`src/rtl/ctrsel_pkg.sv`:
```
package ctrsel_pkg;
  localparam int SRC_W = 5;
  typedef logic [SRC_W-1:0] src_t;

  localparam src_t SRC_EXT       = 5'd0;
  localparam src_t SRC_FAST      = 5'd11;
  localparam src_t SRC_BASIC_MAX = 5'd7;

  // Layout of a select byte; the field positions are fixed by the host.
  typedef struct packed {
    logic [1:0] hi;
    logic       pair;
    logic [1:0] chan;
    logic [2:0] lo;
  } sel_byte_t;

  function automatic src_t byte_src(sel_byte_t b);
    return {b.hi, b.lo};
  endfunction

  // True when a clock source selects nothing that can count.
  function automatic logic src_dead(src_t s, logic enh, int n_stages);
    logic live;
    live = (s == SRC_EXT) || (int'(s) >= 1 && int'(s) <= n_stages) ||
           (s == SRC_FAST && enh);
    return !live;
  endfunction
endpackage

```
`src/rtl/ctrsel_timebase.sv`:
```
module ctrsel_timebase #(
  parameter int DIV_FIRST = 2,
  parameter int DECADE    = 10,
  parameter int N_STAGES  = 5
) (
  input  logic                clk,
  input  logic                rst,
  output logic [N_STAGES-1:0] tick
);
  localparam int MAXDIV = (DIV_FIRST > DECADE) ? DIV_FIRST : DECADE;
  localparam int CW     = $clog2(MAXDIV + 1);

  for (genvar k = 0; k < N_STAGES; k++) begin : g_stage
    localparam int LIM = (k == 0) ? DIV_FIRST : DECADE;
    logic [CW-1:0] cnt;
    logic          adv;

    if (k == 0) begin : g_head
      assign adv = 1'b1;
    end else begin : g_link
      assign adv = tick[k-1];
    end

    assign tick[k] = adv && (cnt == CW'(LIM - 1));

    always_ff @(posedge clk) begin
      if (rst)      cnt <= '0;
      else if (adv) cnt <= tick[k] ? '0 : cnt + 1'b1;
    end

    if (LIM > 1) begin : g_chk
      // a divided timebase is never high two cycles in a row
      p_tick_sparse_r4: assert property (@(posedge clk) disable iff (rst)
        tick[k] |=> !tick[k]);
    end
  end
endmodule

```
`src/rtl/ctrsel_pin_sync.sv`:
```
module ctrsel_pin_sync #(
  parameter int N = 18
) (
  input  logic         clk,
  input  logic         rst,
  input  logic [N-1:0] pin,
  output logic [N-1:0] rise
);
  logic [N-1:0] m1, m2, m3;

  always_ff @(posedge clk) begin
    if (rst) begin
      m1 <= '0;
      m2 <= '0;
      m3 <= '0;
    end else begin
      m1 <= pin;
      m2 <= m1;
      m3 <= m2;
    end
  end

  assign rise = m2 & ~m3;

  // an edge yields a single-cycle pulse
  p_rise_once_r5: assert property (@(posedge clk) disable iff (rst)
    (rise & $past(rise)) == '0);
endmodule

```
`src/rtl/ctrsel_regs.sv`:
```
module ctrsel_regs
  import ctrsel_pkg::*;
#(
  parameter int NUM_GROUPS = 3,
  parameter int CPC        = 3,
  parameter int CLK_BASE   = 'h18,
  parameter int NCH        = NUM_GROUPS * 2 * CPC,
  parameter int IDX_W      = $clog2(NCH)
) (
  input  logic                      clk,
  input  logic                      rst,
  input  logic                      enh_en,
  input  logic                      wr_en,
  input  logic [7:0]                wr_addr,
  input  logic [7:0]                wr_data,
  input  logic [IDX_W-1:0]          dbg_idx,
  output logic [NCH-1:0][SRC_W-1:0] clk_src,
  output logic [NCH-1:0][SRC_W-1:0] gate_src,
  output src_t                      dbg_clk_src,
  output src_t                      dbg_gate_src
);
  localparam int GATE_BASE = CLK_BASE + NUM_GROUPS;

  sel_byte_t        b;
  int               a, grp, flat;
  logic             hit_clk, hit_gate, accept;
  logic [IDX_W-1:0] flat_idx;

  assign b = sel_byte_t'(wr_data);

  always_comb begin
    a        = int'(wr_addr);
    hit_clk  = (a >= CLK_BASE) && (a < CLK_BASE + NUM_GROUPS);
    hit_gate = (a >= GATE_BASE) && (a < GATE_BASE + NUM_GROUPS);
    grp      = hit_clk ? (a - CLK_BASE) : (a - GATE_BASE);
    flat     = grp * 2 * CPC + int'(b.pair) * CPC + int'(b.chan);
    flat_idx = IDX_W'(flat);
    accept   = wr_en && (hit_clk || hit_gate) && (int'(b.chan) < CPC) &&
               (enh_en || (byte_src(b) <= SRC_BASIC_MAX));
  end

  always_ff @(posedge clk) begin
    if (rst) begin
      clk_src  <= '0;
      gate_src <= '0;
    end else if (accept) begin
      if (hit_clk) clk_src[flat_idx]  <= byte_src(b);
      else         gate_src[flat_idx] <= byte_src(b);
    end
  end

  always_ff @(posedge clk) begin
    if (rst) begin
      dbg_clk_src  <= '0;
      dbg_gate_src <= '0;
    end else if (int'(dbg_idx) < NCH) begin
      dbg_clk_src  <= clk_src[dbg_idx];
      dbg_gate_src <= gate_src[dbg_idx];
    end else begin
      dbg_clk_src  <= '0;
      dbg_gate_src <= '0;
    end
  end

  // wide sources are dropped in basic mode
  p_basic_reject_r3: assert property (@(posedge clk) disable iff (rst)
    (wr_en && !enh_en && b.hi != 2'b00) |=> ($stable(clk_src) && $stable(gate_src)));

  // writes outside the register window leave all sources alone
  p_addr_window_r1: assert property (@(posedge clk) disable iff (rst)
    (wr_en && !hit_clk && !hit_gate) |=> ($stable(clk_src) && $stable(gate_src)));
endmodule

```
`src/rtl/ctr_src_select.sv`:
```
module ctr_src_select
  import ctrsel_pkg::*;
#(
  parameter  int NUM_GROUPS = 3,
  parameter  int CH_PER_CTR = 3,
  parameter  int CLK_BASE   = 'h18,
  parameter  int DIV_FIRST  = 2,
  parameter  int DECADE     = 10,
  parameter  int N_STAGES   = 5,
  localparam int NCH        = NUM_GROUPS * 2 * CH_PER_CTR,
  localparam int IDX_W      = $clog2(NCH)
) (
  input  logic             clk,
  input  logic             rst,
  input  logic             enh_en,
  input  logic             wr_en,
  input  logic [7:0]       wr_addr,
  input  logic [7:0]       wr_data,
  input  logic [NCH-1:0]   ext_clk,
  input  logic [IDX_W-1:0] dbg_idx,
  output logic [NCH-1:0]   cnt_en,
  output logic [NCH-1:0]   gate_lvl,
  output logic [4:0]       dbg_clk_src,
  output logic [4:0]       dbg_gate_src
);
  logic [NCH-1:0][SRC_W-1:0] clk_src, gate_src;
  logic [N_STAGES-1:0]       tick;
  logic [NCH-1:0]            rise, en_nxt, gate_nxt;

  ctrsel_regs #(
    .NUM_GROUPS(NUM_GROUPS), .CPC(CH_PER_CTR), .CLK_BASE(CLK_BASE),
    .NCH(NCH), .IDX_W(IDX_W)
  ) u_regs (
    .clk(clk), .rst(rst), .enh_en(enh_en), .wr_en(wr_en),
    .wr_addr(wr_addr), .wr_data(wr_data), .dbg_idx(dbg_idx),
    .clk_src(clk_src), .gate_src(gate_src),
    .dbg_clk_src(dbg_clk_src), .dbg_gate_src(dbg_gate_src)
  );

  ctrsel_timebase #(
    .DIV_FIRST(DIV_FIRST), .DECADE(DECADE), .N_STAGES(N_STAGES)
  ) u_tb (
    .clk(clk), .rst(rst), .tick(tick)
  );

  ctrsel_pin_sync #(.N(NCH)) u_sync (
    .clk(clk), .rst(rst), .pin(ext_clk), .rise(rise)
  );

  for (genvar i = 0; i < NCH; i++) begin : g_ch
    logic sel;

    always_comb begin
      sel = 1'b0;
      if (clk_src[i] == SRC_EXT)       sel = rise[i];
      else if (clk_src[i] == SRC_FAST) sel = enh_en;
      for (int k = 0; k < N_STAGES; k++)
        if (int'(clk_src[i]) == k + 1) sel = tick[k];
    end

    assign en_nxt[i]   = sel;
    assign gate_nxt[i] = (gate_src[i] == '0);

    // gate level follows the stored gate source one cycle later
    p_gate_one_r6: assert property (@(posedge clk) disable iff (rst)
      ($past(gate_src[i]) == '0) |-> gate_lvl[i]);
    p_gate_zero_r6: assert property (@(posedge clk) disable iff (rst)
      ($past(gate_src[i]) != '0) |-> !gate_lvl[i]);

    // a dead clock source never enables counting
    p_dead_src_r6: assert property (@(posedge clk) disable iff (rst)
      $past(src_dead(clk_src[i], enh_en, N_STAGES)) |-> !cnt_en[i]);

    if (DIV_FIRST == 2) begin : g_fast
      // the half-rate timebase alternates every cycle
      p_half_rate_r4: assert property (@(posedge clk) disable iff (rst)
        ($past(clk_src[i]) == 5'd1 && $past(clk_src[i], 2) == 5'd1) |->
        (cnt_en[i] != $past(cnt_en[i])));
    end
  end

  always_ff @(posedge clk) begin
    if (rst) begin
      cnt_en   <= '0;
      gate_lvl <= '1;
    end else begin
      cnt_en   <= en_nxt;
      gate_lvl <= gate_nxt;
    end
  end

  // outputs leave reset idle with every gate open
  p_reset_out_r7: assert property (@(posedge clk) disable iff (rst)
    $fell(rst) |-> (gate_lvl == '1 && cnt_en == '0));
endmodule

```
`config.mk`:
```
export PLATFORM = sky130hd
export DESIGN_NAME = ctr_src_select
export DESIGN_NICKNAME = d
export VERILOG_FILES = /design/src/rtl/ctrsel_pkg.sv /design/src/rtl/ctrsel_timebase.sv /design/src/rtl/ctrsel_pin_sync.sv /design/src/rtl/ctrsel_regs.sv /design/src/rtl/ctr_src_select.sv
export SDC_FILE = /design/constraint.sdc
export NUM_CORES = 1
export LEC_CHECK = 0
export ABC_AREA = 0
export ABC_CLOCK_PERIOD_IN_PS = 8100
export BUFFER_PORTS_ARGS = -buffer_cell sky130_fd_sc_hd__buf_2
export CAP_MARGIN = 20
export CORE_ASPECT_RATIO = 2
export CORE_MARGIN = 10
export CORE_UTILIZATION = 45
export CTS_CLUSTER_SIZE = 20
export DETAILED_ROUTE_END_ITERATION = 16
export SLEW_MARGIN = 15
export SYNTH_ARGS = -nofsm -noshare
export SYNTH_HDL_FRONTEND = slang
export SYNTH_SLANG_ARGS = --single-unit
export TNS_END_PERCENT = 100
```
`constraint.sdc`:
```
create_clock -name clk -period 8.1 [get_ports clk]
set_input_delay 0.405 -clock clk [delete_from_list [all_inputs] [get_ports clk]]
set_output_delay 0.405 -clock clk [all_outputs]
set_load 0.01 [all_outputs]
```
==> metrics.txt, run 1 <==
post-synthesis average cell area=9.92 um2; pwr dens=207 mW/mm2; CP Launch Type=flip-flop; CP Data Required Time=8.54 ns; # hold bufs at CTS=0; Core ar.=0.0303 mm2; routed wire length per instance=21.2 um; multi-input logic area=0.00731 mm2; Global Route Usage Sum=19.7%; Final Cycle Share=55.1%; Worst Skew=0.0156 ns; # DRC=0; layout cells sized above 1=15.6%; num ports=89; CTS sink cnt=300; Syn Nets=1,455; Die H=268 um; CTS H-tree lvls=1; Reg2Reg Launch Point=u_tb.g_stage[0].cnt[0]; dpl cells=1,752; max_cap viols=0; Unique masters post-synth=63; peak supply drop=0.157 mV; Avg Vias per Cell=5.83; Crit Reg-Reg Endpoint=cnt_en[12]; PostCTS Resize Cnt=0; CTS tree=done; Worst Hold End=u_sync.m1[15]; via count=10,500; starting DRC count in detailed routing=633; Routed Antenna Nets=0; register bit total from synthesis=300; Least-Margin Pin Slew=1.10 ns; CP max stage delay=0.84 ns; Max Slew Vio Count=0; status=finished, final reports clean; Clock transition at path regs=0.07 ns; r2r setup slk=3.64 ns; Final #Nets=1,474; I/O Buffers=88; CP Class=reg2reg; first-pass GRT wire length=60,100 um; endpoints failing setup=0; hold depth=2; Min-Delay Path Class=in2reg; initial cell density of the core=45.7%; Synth Instances=1,394; Detail Placement HPWL=25,700 um; Setup Fix Bufs, Post-CTS=0; RSZ-0062 raised after global routing=false; Total Wirelength=38,200 um; fmax=224 MHz; Worst slew margin=26.6%; # rows=90; register area share after synthesis=43.4%; fin crit period=4.46 ns; gr ovfl total=0; CP arrival=4.91 ns; CP max FO=25; Post-synth EDFFs=0; die area=0.0386 mm2; largest net degree at the start of global routing=158; GPL Wtd Cong=0.834; vias in the first global route=10,600; initial antenna violation count=2; dominant synthesized flop cell=dfxtp_1; maximum clock insertion buffer count=3; Die Width=144 um; Area Overhead vs Synth=10.6%; number of fillers in the final layout=2,819; CP Capture Type=flip-flop; total CTS buffers=27; Clock Latency Late Sink=0.55 ns; Hold Path Origin=ext_clk[15]; CP Cell Sequence=ha_1 -> nor3b_4 -> nand3_1 -> nor3_2 -> buf_4 -> nand4b_2 -> a31o_2 -> a21oi_1; area of all sequential standard cells=0.00601 mm2; root buf cell=clkbuf_16; antenna diode count=0; post-route insts no fill=1,800; Synth Cell Area=0.0138 mm2; Fin Setup TNS=0 ns; cell leakage power=0.00672 uW; yosys warns=0; DRT Pass-1 Iters=5; async set or reset register ratio after synthesis=0%; slowest CP cell=nand3_1; Final Hold Fails=0; Reg2Reg Depth=8
[Yosys cell counts (14+ instances only)]
cell        n  area (um2)
dfxtp_1   300        6010
mux2i_1   210        2100
nor2_1    201         754
clkbuf_1   76         285
nor2b_1    58         363
a21oi_1    53         265
nand2_1    49         184
o21ai_0    36         180
mux4_2     32         721
nor3_1     32         160
a211oi_1   24         180
or4_1      19         143
a31o_2     18         158
nand4_1    18         113
nor4b_1    18         158
o21bai_1   18         135
ha_1       17         213
inv_1      17        63.8
nand3_1    17        85.1
buf_2      14        70.1
[layout make-up]
class / count / area share (%)
clock buffer: 36 / 4.90
clock inverter: 12 / 1.26
inverter: 17 / 0.417
multi-input combinational: 970 / 47.8
sequential: 300 / 39.3
tap: 368 / 3.01
timing repair buffer: 97 / 3.39
[worst max-delay path, delay by kind of cell, from the launching register on]
family | cells | cell delay, ns
AO/OA/AOI/OAI | 2 | 0.74
AND/OR/NAND/NOR | 4 | 2.63
adder cells (fa/ha/maj) | 1 | 0.18
flip-flops | 1 | 0.38
buffers and inverters | 1 | 0.39
[layer usage]
metal	up-vias	track usage [%]	share of wire, %
li1	5054	-	-
met1	5103	21.1	38
met2	240	35.9	52
met3	95	2.85	4.1
met4	4	10.8	5.4
met5	-	0	0.065
[registers in the layout (all words and copies together) (netlist names)]
signal / count
u_regs.clk_src: 90
u_sync.m2: 18
u_sync.m3: 18
u_sync.m1: 18
u_tb.g_stage.cnt: 20
u_regs.dbg_clk_src: 5
u_regs.gate_src: 90
u_regs.dbg_gate_src: 5
gate_lvl: 18
cnt_en: 18
[power by group]
part | leakage, uW | switching, uW | internal, uW | total [uW]
Clock | 0.000454 | 568 | 808 | 1380
Combinational | 0.00383 | 203 | 84.9 | 288
Sequential | 0.00243 | 7.83 | 1490 | 1500
[worst max-delay path by stage]
stage / end / startpoint / slack (ns) / cells after the start
floorplan: u_regs.gate_src[14] / wr_addr[0] / 4.48 / 13
CTS: cnt_en[12] / u_tb.g_stage[0].cnt[0] / 3.65 / 8
global route: cnt_en[12] / u_tb.g_stage[0].cnt[0] / 3.39 / 8
finish: cnt_en[12] / u_tb.g_stage[0].cnt[0] / 3.64 / 8
global placement: u_regs.clk_src[26] / wr_addr[0] / 3.41 / 14
detailed placement: u_regs.clk_src[28] / wr_addr[0] / 3.27 / 14
[per-stage QoR]
stage	setup WS (ns)	total power, uW	hold slack, ns	util [%]	cell area [um2]
floorplan	4.48	1750	0.414	-	13800
global placement	3.41	1820	0.425	47.4	14400
detailed placement	3.27	1820	0.425	47.4	14400
CTS	3.65	3190	0.0464	50.5	15300
global route	3.39	3270	0.0597	50.5	15300
finish	3.64	3170	0.0642	50.5	15300
[cells in the final DEF, fill, tap and decap left out, types with 9 or more instances in the layout]
cell type / netlist / final
a2111oi_0: 11 / 11
a211oi_1: 24 / 23
a21oi_1: 53 / 53
a22oi_1: 10 / 10
a31o_2: 18 / 18
buf_2: 14 / 86
buf_4: 7 / 10
clkbuf_16: 0 / 27
dfxtp_1: 300 / 300
ha_1: 17 / 17
inv_1: 17 / 17
mux2i_1: 210 / 210
mux4_2: 32 / 32
nand2_1: 49 / 49
nand2b_1: 11 / 11
nand3_1: 17 / 17
nand4_1: 18 / 18
nor2_1: 201 / 201
nor2b_1: 58 / 58
nor3_1: 32 / 32
nor4b_1: 18 / 18
o211ai_1: 9 / 9
o21ai_0: 36 / 36
o21bai_1: 18 / 18
or4_1: 19 / 19
[kinds of logic (layout without fill, tap and decap cells)]
group                      after synthesis  count (layout)  synth area share, %
AOI/OAI and AO/OA                      218             218                 10.9
xor gates and xnor gates                14              14                0.886
adders and majority gates               18              18                 1.68
buffers and inverters                  124             162                 3.79
DFF                                    300             300                 43.4
muxes                                  244             244                 20.6
and+or+nand+nor                        476             476                 18.8
No activity file was read; power rests on OpenSTA's default activity.
==> inputs of run 2 (changes only) <==
--- a/config.mk
+++ b/config.mk
@@ -6,7 +6,7 @@
 export NUM_CORES = 1
 export LEC_CHECK = 0
 export ABC_AREA = 0
-export ABC_CLOCK_PERIOD_IN_PS = 8100
+export ABC_CLOCK_PERIOD_IN_PS = 4600
 export BUFFER_PORTS_ARGS = -buffer_cell sky130_fd_sc_hd__buf_2
 export CAP_MARGIN = 20
 export CORE_ASPECT_RATIO = 2
==> constraint.sdc (replaced) <==
create_clock -name clk -period 4.6 [get_ports clk]
set_input_delay 0.23 -clock clk [delete_from_list [all_inputs] [get_ports clk]]
set_output_delay 0.23 -clock clk [all_outputs]
set_load 0.01 [all_outputs]
==> run 2 against run 1 <==
Total power is 70% higher. Count of clock-buffer cells in the layout grew 4. Core utilization grew 0.55 points. Cell area up 1.1%. First-iteration DRC count up 14%. Clock skew about the same. Final cell count is 1.6% higher. Hold slack gained 0.17 ns. Register-to-register slack worse by 2.0 ns. Critical path type is now in2reg.
==> metrics.txt, run 2 (same netlist as run 1, synthesis figures left out) <==
status=finished, final reports clean (unchanged); I/O Buffers=88 (unchanged); Worst slew margin=20.7% (was 26.6%); Final Hold Fails=0 (unchanged); # hold bufs at CTS=18 (was 0); GPL Wtd Cong=0.892 (was 0.834); Detail Placement HPWL=26,000 um (was 25,700 um); first-pass GRT wire length=59,900 um (was 60,100 um); Die H=268 um (unchanged); Die Width=144 um (unchanged); Least-Margin Pin Slew=1.18 ns (was 1.10 ns); layout cells sized above 1=15.8% (was 15.6%); root buf cell=clkbuf_16 (unchanged); number of fillers in the final layout=2,836 (was 2,819); hold depth=3 (was 2); CP Launch Type=input port (was flip-flop); Area Overhead vs Synth=11.8% (was 10.6%); CTS sink cnt=300 (unchanged); PostCTS Resize Cnt=0 (unchanged); CP Capture Type=flip-flop (unchanged); Min-Delay Path Class=in2reg (unchanged); vias in the first global route=10,400 (was 10,600); starting DRC count in detailed routing=720 (was 633); fin crit period=3.44 ns; Final Cycle Share=74.7%; antenna diode count=0 (unchanged); gr ovfl total=0 (unchanged); CP arrival=3.87 ns (was 4.91 ns); Fin Setup TNS=0 ns (unchanged); largest net degree at the start of global routing=125 (was 158); Reg2Reg Depth=6 (was 8); Worst Skew=0.0159 ns (was 0.0156 ns); pwr dens=349 mW/mm2 (was 207 mW/mm2); DRT Pass-1 Iters=5 (unchanged); fmax=291 MHz; total CTS buffers=27 (unchanged); Max Slew Vio Count=0 (unchanged); Total Wirelength=38,600 um (was 38,200 um); Global Route Usage Sum=19.7% (about the same); CP max stage delay=0.56 ns (was 0.84 ns); Core ar.=0.0303 mm2 (unchanged); CP Cell Sequence=buf_2 -> a21oi_2 -> nand3_1 -> buf_4 -> xor2_1 -> xor2_1 -> ha_1 -> ha_1 -> fa_1 -> xnor2_1 -> nor2_1 -> nor4b_4 -> mux2i_1 -> nor2_1 (was ha_1 -> nor3b_4 -> nand3_1 -> nor3_2 -> buf_4 -> nand4b_2 -> a31o_2 -> a21oi_1); endpoints failing setup=0 (unchanged); # rows=90 (unchanged); peak supply drop=0.266 mV (was 0.157 mV); Min Hold Slack=0.231 ns (was 0.0642 ns); Setup Fix Bufs, Post-CTS=0 (unchanged); # DRC=0 (unchanged); commonest non-fill, non-tap cell in the layout=dfxtp_1 (unchanged); Clock transition at path regs=0.07 ns (about the same); via count=10,700 (was 10,500); num ports=89 (unchanged); initial antenna violation count=2 (unchanged); maximum clock insertion buffer count=3 (unchanged); slowest CP cell=nor4b_4 (was nand3_1); Routed Antenna Nets=0 (unchanged); most frequent cells in the layout=300 x dfxtp_1, 210 x mux2i_1, 201 x nor2_1 (unchanged); Avg Vias per Cell=5.85 (was 5.83); max_cap viols=0 (unchanged); top flop regs=u_regs.clk_src (90), u_regs.gate_src (90), u_tb.g_stage.cnt (20) (unchanged); CP Class=in2reg (was reg2reg); CP Data Required Time=5.03 ns (was 8.54 ns); routed wire length per instance=21.1 um (was 21.2 um); CP max FO=12 (was 25); cell leakage power=0.00681 uW (was 0.00672 uW); Final #Nets=1,501 (was 1,474); CTS tree=done (unchanged); RSZ-0062 raised after global routing=false (unchanged); CTS H-tree lvls=1 (unchanged); die area=0.0386 mm2 (unchanged); initial cell density of the core=45.7% (unchanged); Clock Latency Late Sink=0.56 ns (was 0.55 ns)
## run 2: changes by cell type in the layout (fill, tap and decap cells not counted), sizes merged
cell	before	now
clkbuf	37	41
clkinv	4	7
dlygate4sd3	0	18
clkinvlp	3	1
bufinv	5	1
buf	96	105
## run 2: worst paths after layout
check	from	endpoint	slack, ns
worst min register to register	u_sync.m1[13]	u_sync.m2[13]	0.44
worst min-delay path	dbg_idx[4]	u_regs.dbg_gate_src[1]	0.23
worst max register to register	u_tb.g_stage[0].cnt[0]	u_tb.g_stage[2].cnt[2]	1.66
worst max-delay path	wr_addr[1]	u_regs.gate_src[43]	1.16
## run 2: through the flow
stage               total power, uW  instances  instance area [um2]  setup slack (ns)  util [%]
floorplan                      3080       1394                13800              1.16         -
global placement               3220       1761                14400             0.664      47.7
detailed placement             3220       1761                14400             0.605      47.7
CTS                            5440       1828                15500              1.17      51.1
global route                   5570       1828                15500             0.834      51.1
finish                         5390       1828                15500              1.16      51.1
## run 2: layout make-up
cell class | count | area (um2) | share of cell area (%)
tap | 368 | 460 | 2.98
clock buffer | 40 | 774 | 5.01
sequential | 300 | 6010 | 38.8
inverter | 17 | 63.8 | 0.413
timing repair buffer | 124 | 779 | 5.04
clock inverter | 9 | 72.6 | 0.469
multi-input combinational | 970 | 7310 | 47.3
## run 2: worst max-delay path: cells and delay by family
family / cells / cell delay, ns
multiplexers: 1 / 0.25
buffers and inverters: 2 / 0.34
adder cells (fa/ha/maj): 3 / 0.91
AND/OR/NAND/NOR: 4 / 1.27
AO/OA/AOI/OAI: 1 / 0.28
XOR/XNOR: 3 / 0.58
## run 2: routing by layer
metal	up-vias	GRT usage (%)	wire, um
li1	5110	-	-
met1	5160	21.4	14300
met2	330	36.4	20700
met3	91	2.62	1890
met4	4	9.54	1660
met5	-	0	29
## run 2: report_power, final
part	total (uW)	switching (uW)	internal, uW
clock	2210	995	1220
combinational	533	364	168
sequential	2640	13.9	2630
total	5390	1370	4020
